**config.mk**
```make
export PLATFORM = sky130hd
export DESIGN_NAME = csa_reg_adder
export DESIGN_NICKNAME = d
export VERILOG_FILES = /design/src/rtl/csa_pkg.sv /design/src/rtl/csa_full_add.sv /design/src/rtl/csa_ripple.sv /design/src/rtl/csa_section.sv /design/src/rtl/csa_reg_adder.sv
export SDC_FILE = /design/constraint.sdc
export NUM_CORES = 1
export LEC_CHECK = 0
export CAP_MARGIN = 20
export CORE_MARGIN = 2
export CORE_UTILIZATION = 31
export CTS_CLUSTER_SIZE = 28
export DETAILED_ROUTE_END_ITERATION = 8
export SYNTH_ARGS = -nofsm -noshare
export SYNTH_HDL_FRONTEND = slang
export SYNTH_SLANG_ARGS = --single-unit
```
**constraint.sdc**
```tcl
create_clock -name clk -period 7.24 [get_ports clk]
set_clock_uncertainty 0.2 [all_clocks]
set_input_delay 0.724 -clock clk [delete_from_list [all_inputs] [get_ports clk]]
set_output_delay 0.724 -clock clk [all_outputs]
set_load 0.005 [all_outputs]
```
**src/rtl/csa_pkg.sv**
```systemverilog
package csa_pkg;

   // number of sections for a split mode
   function automatic int sec_count(input int mode);
      return (mode == 0) ? 2 : 3;
   endfunction

   // width of section idx (0 = least significant)
   function automatic int sec_width(input int width, input int mode, input int idx);
      int w0;
      int w1;
      if (mode == 0) begin
         return width / 2;
      end
      w0 = width / 4;
      w1 = (width * 5) / 16;
      if (idx == 0) return w0;
      if (idx == 1) return w1;
      return width - w0 - w1;
   endfunction

   // lowest bit position of section idx
   function automatic int sec_base(input int width, input int mode, input int idx);
      int acc;
      acc = 0;
      for (int k = 0; k < idx; k++) acc += sec_width(width, mode, k);
      return acc;
   endfunction

endpackage

```
**src/rtl/csa_full_add.sv**
```systemverilog
module csa_full_add (
   input  logic a,
   input  logic b,
   input  logic ci,
   output logic s,
   output logic co
);
   logic p;

   assign p  = a ^ b;
   assign s  = p ^ ci;
   assign co = (a & b) | (ci & p);
endmodule

```
**src/rtl/csa_ripple.sv**
```systemverilog
module csa_ripple #(
   parameter int W = 4
) (
   input  logic [W-1:0] a,
   input  logic [W-1:0] b,
   input  logic         cin,
   output logic [W-1:0] sum,
   output logic         cout
);
   logic [W:0] c;

   assign c[0] = cin;

   for (genvar i = 0; i < W; i++) begin : g_bit
      csa_full_add u_fa (
         .a  (a[i]),
         .b  (b[i]),
         .ci (c[i]),
         .s  (sum[i]),
         .co (c[i+1])
      );
   end

   assign cout = c[W];
endmodule

```
**src/rtl/csa_section.sv**
```systemverilog
module csa_section #(
   parameter int W     = 4,
   parameter bit FIRST = 1'b0
) (
   input  logic [W-1:0] a,
   input  logic [W-1:0] b,
   input  logic         cin,
   output logic [W-1:0] sum,
   output logic         cout
);
   if (FIRST) begin : g_plain
      // lowest section: single chain driven straight from the incoming carry
      csa_ripple #(.W(W)) u_rip (
         .a    (a),
         .b    (b),
         .cin  (cin),
         .sum  (sum),
         .cout (cout)
      );
   end else begin : g_dual
      logic [W-1:0] sum_c0;
      logic [W-1:0] sum_c1;
      logic         co_c0;
      logic         co_c1;

      csa_ripple #(.W(W)) u_rip0 (
         .a    (a),
         .b    (b),
         .cin  (1'b0),
         .sum  (sum_c0),
         .cout (co_c0)
      );

      csa_ripple #(.W(W)) u_rip1 (
         .a    (a),
         .b    (b),
         .cin  (1'b1),
         .sum  (sum_c1),
         .cout (co_c1)
      );

      // the chosen carry from below steers both the sum and the carry onward
      assign sum  = cin ? sum_c1 : sum_c0;
      assign cout = cin ? co_c1  : co_c0;
   end
endmodule

```
**src/rtl/csa_reg_adder.sv**
```systemverilog
module csa_reg_adder
   import csa_pkg::*;
#(
   parameter int WIDTH = 16,
   parameter int SPLIT = 1
) (
   input  logic             clk,
   input  logic             rst_n,
   input  logic [WIDTH-1:0] a_in,
   input  logic [WIDTH-1:0] b_in,
   output logic [WIDTH-1:0] sum_out
);
   localparam int NSEC = sec_count(SPLIT);

   // elaboration-time parameter checks
   if (SPLIT != 0 && SPLIT != 1) begin : g_bad_split
      $error("csa_reg_adder: SPLIT must be 0 or 1");
   end
   if (SPLIT == 0 && (WIDTH % 2) != 0) begin : g_bad_even
      $error("csa_reg_adder: two-way split needs an even WIDTH");
   end
   if (WIDTH < 4) begin : g_bad_width
      $error("csa_reg_adder: WIDTH must be at least 4");
   end

   logic [WIDTH-1:0] a_q;
   logic [WIDTH-1:0] b_q;
   logic [WIDTH-1:0] sum_c;
   logic [NSEC:0]    carry;

   assign carry[0] = 1'b0;

   for (genvar k = 0; k < NSEC; k++) begin : g_sec
      localparam int SW = sec_width(WIDTH, SPLIT, k);
      localparam int SB = sec_base(WIDTH, SPLIT, k);

      csa_section #(.W(SW), .FIRST(k == 0)) u_sec (
         .a    (a_q[SB +: SW]),
         .b    (b_q[SB +: SW]),
         .cin  (carry[k]),
         .sum  (sum_c[SB +: SW]),
         .cout (carry[k+1])
      );
   end

   always_ff @(posedge clk or negedge rst_n) begin
      if (!rst_n) begin
         a_q     <= '0;
         b_q     <= '0;
         sum_out <= '0;
      end else begin
         a_q     <= a_in;
         b_q     <= b_in;
         sum_out <= sum_c;
      end
   end
endmodule

```
==> results.json <==
{
  "vias": 794,
  "rsz0062_at_grt": "false",
  "cts.sinks": 48,
  "crit_path_top_delay_cell": "fa_1",
  "p_seq_frac": 0.516,
  "top_layer": "met4",
  "routed_wl_microns": 2230,
  "setup_viol": 0,
  "ff2ff_setup_slack_ns": 1.00,
  "clk_latency_ns": 0.29,
  "root_buffer": "clkbuf_8",
  "fin_ws_ns": 1.00,
  "fin_crit_sh": 0.861,
  "swShare": 0.199,
  "htreeDepth": 2,
  "path_buf_inv": 3,
  "die_w_microns": 76.1,
  "ir_drop_v": 0.000203,
  "cp_top_family": "adder cells",
  "p_int_mw": 0.472,
  "grt_first_pass_wirelength_microns": 3930,
  "antenna-diode-count": 0,
  "grt_use_total": 0.0887,
  "cts_hold_buf": 0,
  "drc_errors": 0,
  "gp_congestion": 0.659,
  "synth_seq_cells": 48,
  "critPathMaxFanout": 3,
  "port_buffers": 49,
  "yosys-top-cells-area": "dfrtp_1 75%, fa_1 15%, ha_1 3.9%",
  "tightest_slew_ns": 0.489,
  "finalHoldViolCount": 0,
  "ios": 50,
  "switching_power_mw": 0.117,
  "post-route-min-period_ns": 6.24,
  "cts_resized": 0,
  "cts_setup_buffers": 0,
  "cp_common_cell": "fa_1",
  "wl_met3_microns": 215,
  "vias_per_cell": 3.71,
  "syn_avg_cell_area_sq_um": 18.7,
  "cts_buffers": 5,
  "maxCapViolCount": 0,
  "cts_tree": "built",
  "wl_per_cell_microns": 10.4,
  "clockBufferDepth": 2,
  "hpwl_microns": 1700,
  "slew_headroom": 0.674,
  "yosysTopAreaCell": "dfrtp_1",
  "final_cell_mix": "48 x dfrtp_1, 48 x clkdlybuf4s50_1, 14 x inv_1, 12 x fa_1, 7 x clkbuf_8",
  "drive_gt1_frac": 0.0694,
  "p_comb_frac": 0.140,
  "ys_types": 9,
  "end_kind": "register",
  "syn_nets": 137,
  "setup_tns_ns": 0,
  "outcome": "finished clean",
  "postSynthCellCount": 86,
  "antenna_found_initial": 0,
  "layout-area-overhead-vs-synth_pct": 44.7,
  "drv_slew": 0,
  "crit_type": "register to register",
  "power.clock.fraction": 0.344,
  "seq_area_frac_synth": 0.746,
  "startpoint_type": "register",
  "row_count": 26,
  "worstPathCellList": "ha_1, inv_1, fa_1, inv_1, fa_1, inv_1, fa_1, nand2_1, o21ai_0, fa_1, fa_1, fa_1, fa_1, mux2i_1, fa_1, fa_1, fa_1, fa_1, fa_1, xnor2_1",
  "power_density_nw_per_um2": 253,
  "dp_slack_ns": 0.938,
  "synth_area_sq_um": 1610,
  "drt_pre_antenna_iters": 2,
  "die-height_microns": 76.1,
  "grt_start_max_net_pins": 49,
  "leakagePower_nw": 1.04,
  "grt_pass1_vias": 921,
  "core_area_sq_um": 5070,
  "overflow": 0,
  "cp_data_arrival_time_ns": 6.21,
  "cp.required_ns": 7.22,
  "drtIter0Drc": 19,
  "die-area_sq_um": 5790,
  "wl_met1_microns": 748,
  "critPathMaxStageDelay_ns": 0.46,
  "max_freq_mhz": 160,
  "clk_pin_slew_ns": 0.09,
  "final_nets": 194,
  "yosys_warnings": 0,
  "hold_path_class": "input pin to asynchronous set/reset pin",
  "synth.top_cell.area_share": 0.746,
  "wl_met2_microns": 1240,
  "whs_ns": 0.189,
  "final_antenna_net_count": 0,
  "start_util": 0.317
}
## through the flow
| step | instance area [sq um] | power, mW | cells | util |
|---|---|---|---|---|
| floorplan | 1610 | 0.330 | 86 | - |
| global placement | 2180 | 0.392 | 205 | 0.430 |
| detailed placement | 2180 | 0.393 | 205 | 0.430 |
| CTS | 2310 | 0.600 | 213 | 0.455 |
| global route | 2330 | 0.623 | 214 | 0.459 |
| finish | 2330 | 0.589 | 214 | 0.459 |
## registers in the layout, indices dropped and copies added (netlist names)
register,count
a_q,16
b_q,16
sum_out,16
## per-layer routing
metal  GRT usage  vias to the layer above
met5           0                        -
met3      0.0438                        4
met2       0.154                       32
met1      0.0902                      396
met4      0.0382                        0
li1            -                      362
## power by group through the flow
stage               logic (mW)  clock network, mW  registers [mW]
floorplan               0.0194                  0           0.310
global placement        0.0827                  0           0.309
detailed placement      0.0841                  0           0.309
CTS                     0.0839              0.212           0.304
global route            0.0932              0.223           0.307
finish                  0.0824              0.203           0.304
## kinds of logic after synthesis
kind of cell | synth area share
adder cells (fa/ha/maj) | 0.188
XOR/XNOR | 0.0218
AND/OR/NAND/NOR | 0.00233
buffers and inverters | 0.0326
flip-flops | 0.746
multiplexers | 0.00622
AO/OA/AOI/OAI | 0.00311
## cell type report
cell class / count / area [sq um]
Clock buffer: 7 / 96.3
Clock inverter: 1 / 30.0
Fill cell: 457 / 2750
Inverter: 14 / 52.6
Multi-Input combinational cell: 24 / 357
Sequential cell: 48 / 1200
Tap cell: 70 / 87.6
Timing Repair Buffer: 50 / 505
## cell usage after synthesis (all sizes together)
master  number
xor2         1
nand2        1
dfrtp       48
inv         14
o21ai        1
xnor2        3
mux2i        1
fa          12
ha           5
## final timing paths
kind | startpoint | to | cells after the start
setup / recovery | b_q[0] | sum_out[15] | 20
hold / removal | rst_n | sum_out[4] | 1
setup reg to reg | b_q[0] | sum_out[15] | 20
hold reg to reg | a_q[0] | sum_out[0] | 1
max in group asynchronous | rst_n | sum_out[8] | 2
min in group clk | a_q[0] | sum_out[0] | 1
No activity file was read; power rests on OpenSTA's default activity.
